===== src/rtl/erase_pkg.sv =====
package erase_pkg;

  typedef enum logic [3:0] {
    ST_IDLE, ST_WEN, ST_SETUP, ST_ERASE, ST_EOFF, ST_SOFF, ST_VON,
    ST_DUMMY, ST_SETTLE, ST_READ, ST_VOFF_OK, ST_VOFF_NG,
    ST_WOFF_OK, ST_WOFF_NG
  } seq_state_t;

  localparam logic [1:0] STAT_NONE   = 2'b00;
  localparam logic [1:0] STAT_PASS   = 2'b01;
  localparam logic [1:0] STAT_FAIL   = 2'b10;
  localparam logic [1:0] STAT_REJECT = 2'b11;

  localparam logic [7:0] DUMMY_BYTE = 8'hFF;

  function automatic logic word_erased(input logic [15:0] w);
    return &w;
  endfunction

endpackage


===== src/rtl/seq_wait_timer.sv =====
module seq_wait_timer #(
  parameter int CW = 8
) (
  input  logic          clk,
  input  logic          rst_n,
  input  logic          load,
  input  logic [CW-1:0] load_val,
  output logic          expired
);
  logic [CW-1:0] cnt;

  always_ff @(posedge clk or negedge rst_n) begin
    if (!rst_n)          cnt <= '0;
    else if (load)       cnt <= load_val;
    else if (cnt != '0)  cnt <= cnt - 1'b1;
  end

  assign expired = (cnt == '0);
endmodule


===== src/rtl/seq_addr_walk.sv =====
module seq_addr_walk #(
  parameter int AW = 12
) (
  input  logic          clk,
  input  logic          rst_n,
  input  logic          load,
  input  logic          inc,
  input  logic [AW-1:0] first,
  input  logic [AW-1:0] last,
  output logic [AW-1:0] addr,
  output logic          at_end
);
  always_ff @(posedge clk or negedge rst_n) begin
    if (!rst_n)    addr <= '0;
    else if (load) addr <= first;
    else if (inc)  addr <= addr + 1'b1;
  end

  assign at_end = (addr >= last);
endmodule


===== src/rtl/seq_try_count.sv =====
module seq_try_count #(
  parameter int TW = 4
) (
  input  logic          clk,
  input  logic          rst_n,
  input  logic          clear,
  input  logic          inc,
  input  logic [TW-1:0] limit,
  output logic          at_limit
);
  logic [TW-1:0] n;

  always_ff @(posedge clk or negedge rst_n) begin
    if (!rst_n)     n <= TW'(1);
    else if (clear) n <= TW'(1);
    else if (inc)   n <= n + 1'b1;
  end

  assign at_limit = (n >= limit);
endmodule


===== src/rtl/flash_erase_seq.sv =====
module flash_erase_seq
  import erase_pkg::*;
#(
  parameter int AW   = 12,
  parameter int CW   = 8,
  parameter int TW   = 4,
  parameter int NBLK = 8
) (
  input  logic            clk,
  input  logic            rst_n,
  input  logic            start,
  input  logic [NBLK-1:0] blk_mask,
  input  logic [AW-1:0]   blk_first,
  input  logic [AW-1:0]   blk_last,
  input  logic [CW-1:0]   dly_wen_on,
  input  logic [CW-1:0]   dly_setup,
  input  logic [CW-1:0]   dly_erase,
  input  logic [CW-1:0]   dly_erase_off,
  input  logic [CW-1:0]   dly_setup_off,
  input  logic [CW-1:0]   dly_verify_on,
  input  logic [CW-1:0]   dly_read,
  input  logic [CW-1:0]   dly_verify_off,
  input  logic [CW-1:0]   dly_wen_off,
  input  logic [TW-1:0]   try_limit,
  input  logic [15:0]     vdata,
  output logic            write_en,
  output logic            erase_setup,
  output logic            erase_on,
  output logic            verify_on,
  output logic            wdog_en,
  output logic [AW-1:0]   vaddr,
  output logic            dummy_wr,
  output logic [7:0]      dummy_data,
  output logic            busy,
  output logic            done,
  output logic            fail,
  output logic [1:0]      status
);
  seq_state_t st, st_n;

  // named internal events
  logic t_exp, at_end, at_limit, mask_ok;
  logic start_accept, start_reject, word_ok, word_bad;
  logic addr_load, addr_inc, retry, finish_ok, finish_ng;
  logic          t_load;
  logic [CW-1:0] t_val;

  assign mask_ok      = $onehot(blk_mask);
  assign start_accept = (st == ST_IDLE) && start && mask_ok;
  assign start_reject = (st == ST_IDLE) && start && !mask_ok;
  assign word_ok      = (st == ST_READ) && word_erased(vdata);
  assign word_bad     = (st == ST_READ) && !word_erased(vdata);
  assign addr_load    = (st == ST_VON) && t_exp;
  assign addr_inc     = word_ok && !at_end;
  assign retry        = (st == ST_VOFF_NG) && t_exp && !at_limit;
  assign finish_ok    = (st == ST_WOFF_OK) && t_exp;
  assign finish_ng    = (st == ST_WOFF_NG) && t_exp;

  always_comb begin
    st_n = st;
    case (st)
      ST_IDLE:    if (start_accept) st_n = ST_WEN;
      ST_WEN:     if (t_exp) st_n = ST_SETUP;
      ST_SETUP:   if (t_exp) st_n = ST_ERASE;
      ST_ERASE:   if (t_exp) st_n = ST_EOFF;
      ST_EOFF:    if (t_exp) st_n = ST_SOFF;
      ST_SOFF:    if (t_exp) st_n = ST_VON;
      ST_VON:     if (t_exp) st_n = ST_DUMMY;
      ST_DUMMY:   st_n = ST_SETTLE;
      ST_SETTLE:  if (t_exp) st_n = ST_READ;
      ST_READ: begin
        if (word_bad)    st_n = ST_VOFF_NG;
        else if (at_end) st_n = ST_VOFF_OK;
        else             st_n = ST_DUMMY;
      end
      ST_VOFF_OK: if (t_exp) st_n = ST_WOFF_OK;
      ST_VOFF_NG: if (t_exp) st_n = at_limit ? ST_WOFF_NG : ST_SETUP;
      ST_WOFF_OK: if (t_exp) st_n = ST_IDLE;
      ST_WOFF_NG: if (t_exp) st_n = ST_IDLE;
      default:    st_n = ST_IDLE;
    endcase
  end

  // delay chosen by the state being entered
  always_comb begin
    case (st_n)
      ST_WEN:                 t_val = dly_wen_on;
      ST_SETUP:               t_val = dly_setup;
      ST_ERASE:               t_val = dly_erase;
      ST_EOFF:                t_val = dly_erase_off;
      ST_SOFF:                t_val = dly_setup_off;
      ST_VON:                 t_val = dly_verify_on;
      ST_SETTLE:              t_val = dly_read;
      ST_VOFF_OK, ST_VOFF_NG: t_val = dly_verify_off;
      ST_WOFF_OK, ST_WOFF_NG: t_val = dly_wen_off;
      default:                t_val = '0;
    endcase
  end
  assign t_load = (st_n != st);

  seq_wait_timer #(.CW(CW)) u_timer (
    .clk(clk), .rst_n(rst_n), .load(t_load), .load_val(t_val), .expired(t_exp));

  seq_addr_walk #(.AW(AW)) u_walk (
    .clk(clk), .rst_n(rst_n), .load(addr_load), .inc(addr_inc),
    .first(blk_first), .last(blk_last), .addr(vaddr), .at_end(at_end));

  seq_try_count #(.TW(TW)) u_tries (
    .clk(clk), .rst_n(rst_n), .clear(start_accept), .inc(retry),
    .limit(try_limit), .at_limit(at_limit));

  always_ff @(posedge clk or negedge rst_n) begin
    if (!rst_n) begin
      st     <= ST_IDLE;
      done   <= 1'b0;
      fail   <= 1'b0;
      status <= STAT_NONE;
    end else begin
      st   <= st_n;
      done <= finish_ok;
      fail <= finish_ng || start_reject;
      if (start_accept)      status <= STAT_NONE;
      else if (start_reject) status <= STAT_REJECT;
      else if (finish_ok)    status <= STAT_PASS;
      else if (finish_ng)    status <= STAT_FAIL;
    end
  end

  // strobe decode
  assign busy        = (st != ST_IDLE);
  assign write_en    = !(st inside {ST_IDLE, ST_WOFF_OK, ST_WOFF_NG});
  assign wdog_en     = st inside {ST_SETUP, ST_ERASE, ST_EOFF, ST_SOFF};
  assign erase_setup = st inside {ST_SETUP, ST_ERASE, ST_EOFF};
  assign erase_on    = (st == ST_ERASE);
  assign verify_on   = st inside {ST_VON, ST_DUMMY, ST_SETTLE, ST_READ};
  assign dummy_wr    = (st == ST_DUMMY);
  assign dummy_data  = DUMMY_BYTE;

  AST_ERASE_NESTED: assert property (@(posedge clk) disable iff (!rst_n)
    erase_on |-> (erase_setup && wdog_en && write_en));
  AST_VERIFY_NO_WDOG: assert property (@(posedge clk) disable iff (!rst_n)
    verify_on |-> (!wdog_en && !erase_setup));
  AST_DUMMY_IN_VERIFY: assert property (@(posedge clk) disable iff (!rst_n)
    dummy_wr |-> (verify_on && write_en));
  AST_REJECT_QUIET: assert property (@(posedge clk) disable iff (!rst_n)
    start_reject |=> (fail && !busy && !write_en && status == STAT_REJECT));
  AST_START_BUSY: assert property (@(posedge clk) disable iff (!rst_n)
    start_accept |=> (busy && write_en && !wdog_en && status == STAT_NONE));
  AST_RESULT_IDLE: assert property (@(posedge clk) disable iff (!rst_n)
    (done || fail) |-> !busy);
  AST_DONE_ONE_CYCLE: assert property (@(posedge clk) disable iff (!rst_n)
    done |=> !done);
  AST_PULSE_EXCL: assert property (@(posedge clk) disable iff (!rst_n)
    !(done && fail));
  AST_DONE_STATUS: assert property (@(posedge clk) disable iff (!rst_n)
    done |-> (status == STAT_PASS));
  AST_FAIL_STATUS: assert property (@(posedge clk) disable iff (!rst_n)
    fail |-> (status == STAT_FAIL || status == STAT_REJECT));
endmodule


===== config.mk =====
export PLATFORM = sky130hd
export DESIGN_NAME = flash_erase_seq
export DESIGN_NICKNAME = d
export VERILOG_FILES = /design/src/rtl/erase_pkg.sv /design/src/rtl/seq_wait_timer.sv /design/src/rtl/seq_addr_walk.sv /design/src/rtl/seq_try_count.sv /design/src/rtl/flash_erase_seq.sv
export SDC_FILE = /design/constraint.sdc
export NUM_CORES = 1
export LEC_CHECK = 0
export CAP_MARGIN = 15
export CORE_ASPECT_RATIO = 0.5
export CORE_MARGIN = 4
export CORE_UTILIZATION = 46
export CTS_BUF_LIST = sky130_fd_sc_hd__clkbuf_4 sky130_fd_sc_hd__clkbuf_8 sky130_fd_sc_hd__clkbuf_16
export CTS_CLUSTER_DIAMETER = 200
export DETAILED_ROUTE_END_ITERATION = 6
export PLACE_DENSITY = 0.89
export REMOVE_ABC_BUFFERS = 1
export SYNTH_ARGS = -nofsm -noshare
export SYNTH_HDL_FRONTEND = slang
export SYNTH_HIERARCHICAL = 1
export SYNTH_SLANG_ARGS = --single-unit
export TNS_END_PERCENT = 30

===== constraint.sdc =====
create_clock -name clk -period 7.8 [get_ports clk]
set_clock_uncertainty 0.1 [all_clocks]
set_input_delay 0.78 -clock clk [delete_from_list [all_inputs] [get_ports clk]]
set_output_delay 0.78 -clock clk [all_outputs]
set_load 0.02 [all_outputs]

**Word level (Yosys, flattened, before mapping)**

Index checks and enable logic that the tools add are counted.

- Multiplexer cells: 26
- Order comparisons: 2
- Eq/ne operators: 26
- Reduce and logical (&&, ||, !) cells: 33
- Add/subtract/negate cells: 10

Operators with widths:

| operator | number |
|---|---|
| 8-bit one-hot mux with 9 select lines | 1 |
| 4-bit two-way mux | 16 |
| 4-bit one-hot mux with 13 select lines | 1 |
| 4-bit == test, second input constant | 11 |
| 4-bit by 3-bit == test with 1-bit output, second input constant | 7 |
| 12-bit two-way mux | 2 |
| 4-bit by 2-bit == test with 1-bit output, second input constant | 4 |
| 8-bit two-way mux | 2 |
| 16-bit AND reduction | 1 |
| 4-bit nonzero test | 4 |
| 12-bit by 1-bit adder with 12-bit output, second input constant | 1 |
| 4-bit by 1-bit == test with 1-bit output, second input constant | 3 |
| 12-bit greater-or-equal comparator | 1 |
| 1-bit logical AND | 11 |
| 1-bit by 1-bit adder with 2-bit output | 4 |
| 8-bit zero test | 1 |
| 2-bit two-way mux | 4 |
| 8-bit nonzero test | 1 |
| 8-bit by 1-bit subtractor with 8-bit output, second input constant | 1 |
| 2-bit by 2-bit adder with 3-bit output | 2 |
| 2-bit nonzero test | 3 |
| 3-bit nonzero test | 2 |
| 2-bit OR reduction | 3 |
| 1-bit zero test | 5 |
| other kinds (6) | 6 |

- Logic and storage cells: 104
- Register bits after elaboration: 32
- Output and inout port bits: 31

**Depth between registers and ports, before layout**

- Word-level depth: 11
- Depth in mapped cells: 20
- Mapped depth without buffers: 18

**Hierarchy**

The synthesis kept the hierarchy.

Modules (own cells, without submodules):

| module | times used | area each (um2) | cells an instance |
|---|---|---|---|
| flash_erase_seq | 1 | 1790.5 | 250 |
| seq_addr_walk | 1 | 960.9 | 109 |
| seq_wait_timer | 1 | 476.7 | 54 |
| seq_try_count | 1 | 277.8 | 28 |

**Least setup slack after synthesis**

Ideal clock, no wire load.

- Path type: input to register
- Start point: input port blk_mask[0]
- End point: register u_timer.cnt[1]
- Stages on the path: 19
- Slack: 2.851 ns
- Arrival time: 4.754 ns
- Path buffers: 3
- Library setup time: 0.095 ns
- Cells stage by stage: inv_1 -> fa_1 -> fa_1 -> fa_1 -> inv_1 -> ha_1 -> inv_1 -> fa_1 -> nand2_1 -> o41ai_2 -> a211oi_1 -> and2_1 -> buf_6 -> inv_4 -> buf_4 -> xnor2_1 -> o211ai_1 -> dlygate4sd1_1 -> o31ai_1

RTL lines:

| item | RTL line | RTL |
|---|---|---|
| start, declared | flash_erase_seq.sv:12 | `input logic [NBLK-1:0] blk_mask,` |
| 1-bit by 1-bit adder with 2-bit output (implied by the code) * | flash_erase_seq.sv:48 | `assign mask_ok = $onehot(blk_mask);` |
| 2-bit by 2-bit adder with 3-bit output (implied by the code) * | flash_erase_seq.sv:48 |  |
| 3-bit by 3-bit adder with 4-bit output (implied by the code) * | flash_erase_seq.sv:48 |  |
| 4-bit by 1-bit == test with 1-bit output * | flash_erase_seq.sv:48 |  |
| 1-bit logical AND * | flash_erase_seq.sv:49 | `assign start_accept = (st == ST_IDLE) && start && mask_ok;` |
| 4-bit two-way mux * | flash_erase_seq.sv:62 | `ST_IDLE: if (start_accept) st_n = ST_WEN;` |
| 4-bit one-hot mux with 13 select lines * | flash_erase_seq.sv:61 | `case (st)` |
| named net st_n[0] | flash_erase_seq.sv:39 | `seq_state_t st, st_n;` |
| 4-bit inequality test * | flash_erase_seq.sv:99 | `assign t_load = (st_n != st);` |
| named net t_load | flash_erase_seq.sv:45 | `logic t_load;` |
| 8-bit two-way mux / 2-bit nonzero test (equally long branches) | - |  |
| end signal, assigned | seq_wait_timer.sv:14 | `else if (load) cnt <= load_val;` |
| end signal, assigned | seq_wait_timer.sv:15 | `else if (cnt != '0) cnt <= cnt - 1'b1;` |
| end, declared | seq_wait_timer.sv:10 | `logic [CW-1:0] cnt;` |

The timed path passes the listed nets; every way through them passes the cells marked *.
A chain may end at the register's enable or synchronous reset.

**Worst setup path after layout**

- Start point: input port blk_mask[0]
- End point: register u_timer.cnt[6]

RTL lines:

| item | RTL line |
|---|---|
| 1-bit by 1-bit adder with 2-bit output (implied by the code) * | flash_erase_seq.sv:48 |
| 2-bit by 2-bit adder with 3-bit output (implied by the code) * | flash_erase_seq.sv:48 |
| 3-bit by 3-bit adder with 4-bit output (implied by the code) * | flash_erase_seq.sv:48 |
| 4-bit by 1-bit == test with 1-bit output * | flash_erase_seq.sv:48 |
| 1-bit logical AND * | flash_erase_seq.sv:49 |
| 4-bit two-way mux * | flash_erase_seq.sv:62 |
| 4-bit one-hot mux with 13 select lines * | flash_erase_seq.sv:61 |
| 4-bit inequality test * | flash_erase_seq.sv:99 |
| named net t_load | flash_erase_seq.sv:45 |
| 8-bit two-way mux / 2-bit nonzero test (equally long branches) | - |

Marks and branches as above.

==> flow_metrics.env <==
export IMPL_tightest_slew_ns=1.03
export IMPL_placed_cell_area_mm2=0.00490
export IMPL_drive_gt1_frac=0.0524
export IMPL_ioPinCount=158
export IMPL_ctsHoldBuffers=0
export IMPL_grt_start_max_net_pins=33
export IMPL_clk_pin_slew_ns=0.05
export IMPL_antenna_left=0
export IMPL_cts_path_max_buffers=2
export IMPL_cp_cell_sequence="clkdlybuf4s50_1, inv_1, fa_1, fa_1, fa_1, inv_1, ha_1, inv_1, fa_1, nand4b_1, o41ai_2, a211oi_1, and2_1, inv_4, xnor2_1, o211ai_1, inv_1, o311ai_0, nand3_1"
export IMPL_reg2reg_from="u_timer/cnt[0]"
export IMPL_slew_viol_final=0
export IMPL_cts_num_sinks=32
export IMPL_cts_setup_buffers=0
export IMPL_crit_start="blk_mask[0]"
export IMPL_grt_pass1_vias=3688
export IMPL_vias=3810
export IMPL_cp_end_kind="flip-flop"
export IMPL_cts_root_buf="clkbuf_16"
export IMPL_nets=725
export IMPL_cts_tree="yes"
export IMPL_crit_path_start_kind="input port"
export IMPL_syn_avg_cell_area_um2=7.95
export IMPL_synth_most_common_cell="nand2_1"
export IMPL_crit_family="adder cells"
export IMPL_num_rows=22
export IMPL_vias_per_cell=5.70
export IMPL_first_iter_violations=254
export IMPL_first_pass_iters=5
export IMPL_period_minus_slack_ns=6.20
export IMPL_insertedDiodeCount=0
export IMPL_cts_buffers=5
export IMPL_crit_fanout=27
export IMPL_syn_area_mm2=0.00351
export IMPL_fill_cells=610
export IMPL_holdCritStartpoint="u_tries/n[3]"
export IMPL_area_growth_pct=45.0
export IMPL_netlist_top_cells_area="dfrtp_1 22%, ha_1 7.9%, nand2_1 4.5%"
export IMPL_dp_hpwl_mm=7.91
export IMPL_place_gp_congestion=0.898
export IMPL_dp_cells=661
export IMPL_grt_use_total=0.216
export IMPL_status="complete, no violations"
export IMPL_p_per_area_mw_per_mm2=182
export IMPL_synth_top_cell_area_share=0.221
export IMPL_vdd_drop_max_v=0.000119
export IMPL_setup_tns_ns=0
export IMPL_relSlewSlack=0.312
export IMPL_fp_dieH_um=69.7
export IMPL_synth_edf_count=0
export IMPL_seq_area_frac_synth=0.229
export IMPL_htree_levels=2
export IMPL_setup_violations=0
export IMPL_routed_wl_mm=10.3
export IMPL_worst_skew_pair_late_latency_ns=0.27
export IMPL_die_area_mm2=0.00917
export IMPL_core_area_mm2=0.00738
export IMPL_gr_total_overflow=0
export IMPL_fin_util=0.689
export IMPL_period_share=0.794
export IMPL_arrival_ns=6.24
export IMPL_ys_flop_type="dfrtp_1"
export IMPL_cap_viol_max_count=0
export IMPL_synth_seq_cells=32
export IMPL_cp_slowest_cell="and2_1"
export IMPL_critPathKind="in2reg"
export IMPL_antenna_found_initial=0
export IMPL_grt_first_pass_wirelength_mm=17.0
export IMPL_start_util=0.475
export IMPL_yosys_warnings=6
export IMPL_slowest_delay_ns=0.85
export IMPL_hold_class="reg2reg"
export IMPL_routedWlPerCell_um=15.4
export IMPL_p_leak_uw=0.00210
export IMPL_die_x_um=131
export IMPL_cp_data_required_time_ns=7.84
export IMPL_yosysUniqueCellTypes=74
export IMPL_drc=0
export IMPL_stdcell_area_mm2=0.00508
export IMPL_fin_total_pwr_uw=924
export IMPL_hold_violations=0
export IMPL_synth_cells=441
export IMPL_cp_buffers_inverters=6
export IMPL_numPortBuffers=149
export IMPL_fmax_ghz=0.161
export IMPL_rsz0062_at_grt="no"
export IMPL_cts_resized=0
export IMPL_ys_top_cells_by_count="42 x nand2_1, 34 x inv_1, 31 x dfrtp_1, 29 x a21oi_1, 29 x nand3_1"
export IMPL_final_cells=669
export IMPL_async_reset_ff_frac=1.00
export IMPL_synth_top_area_cell="dfrtp_1"
-- stage by stage --
stage               setup slack, ns  hold WS [ns]
CTS                            1.61         0.460
floorplan                      2.48         0.384
global route                   1.21         0.503
detailed placement             1.36         0.443
finish                         1.60         0.450
global placement               1.49         0.431
-- cells by family after synthesis --
logic type | count (synthesis) | share of synthesized area
AO/OA/AOI/OAI | 105 | 0.200
XOR/XNOR | 17 | 0.0425
adder cells (fa/ha/maj) | 26 | 0.101
buffers and inverters | 71 | 0.112
flip-flops | 32 | 0.229
multiplexers | 8 | 0.0232
other | 1 | 0.00107
AND/OR/NAND/NOR | 181 | 0.291
-- flip-flops by register name (all words and copies together), names as in the netlist --
signal / flops
u_walk/addr: 12
u_timer/cnt: 8
st: 4
u_tries/n: 4
status: 2
done: 1
fail: 1
-- metal layers --
metal	global-route usage	vias to the layer above	share of wire
met1	0.286	1788	0.44
met3	0.0384	10	0.069
met4	0.0466	0	0.0094
met5	0	-	0
li1	-	1839	-
met2	0.370	173	0.48
-- power breakdown --
part / internal (uW) / switching [uW]
clock network: 168 / 68.7
logic: 197 / 236
registers: 198 / 56.0
-- cell usage in the layout (no fill, tap or decap), drive strengths merged, types with 7 or more instances in the layout --
| cell type | count |
|---|---|
| a21oi | 29 |
| clkbuf | 7 |
| clkdlybuf4s50 | 149 |
| conb | 8 |
| dfrtp | 31 |
| ha | 22 |
| inv | 38 |
| mux2i | 7 |
| nand2 | 43 |
| nand3 | 29 |
| nand4 | 22 |
| nor2 | 28 |
| nor3 | 12 |
| o21ai | 26 |
| xnor2 | 10 |
| xor2 | 7 |
-- cell type report --
type / count / area, um2 / share of cell area
clock buffers: 7 / 153 / 0.0300
clock inverters: 1 / 30.0 / 0.00591
flip-flops and latches: 32 / 802 / 0.158
inverters: 38 / 145 / 0.0285
repair buffers: 150 / 1500 / 0.295
well taps: 96 / 120 / 0.0236
multi-input cells: 345 / 2340 / 0.459
-- tightest hold or removal path, cell delays in order (launching register included) --
cell	delay, ns
dfrtp_1	0.36
xor2_1	0.08
nor2_1	0.07
-- path summary, 6_finish.rpt --
| kind | end | slack (ns) | depth (start not counted) |
|---|---|---|---|
| hold / removal | u_tries/n[3] | 0.45 | 2 |
| hold reg to reg | u_tries/n[3] | 0.45 | 2 |
| setup / recovery | u_timer/cnt[6] | 1.60 | 19 |
| min in group asynchronous | u_walk/addr[6] | 0.80 | 2 |
| setup reg to reg | u_timer/cnt[6] | 2.69 | 14 |
| max in group asynchronous | u_tries/n[0] | 6.46 | 2 |
(Power assumes the default switching activity.)
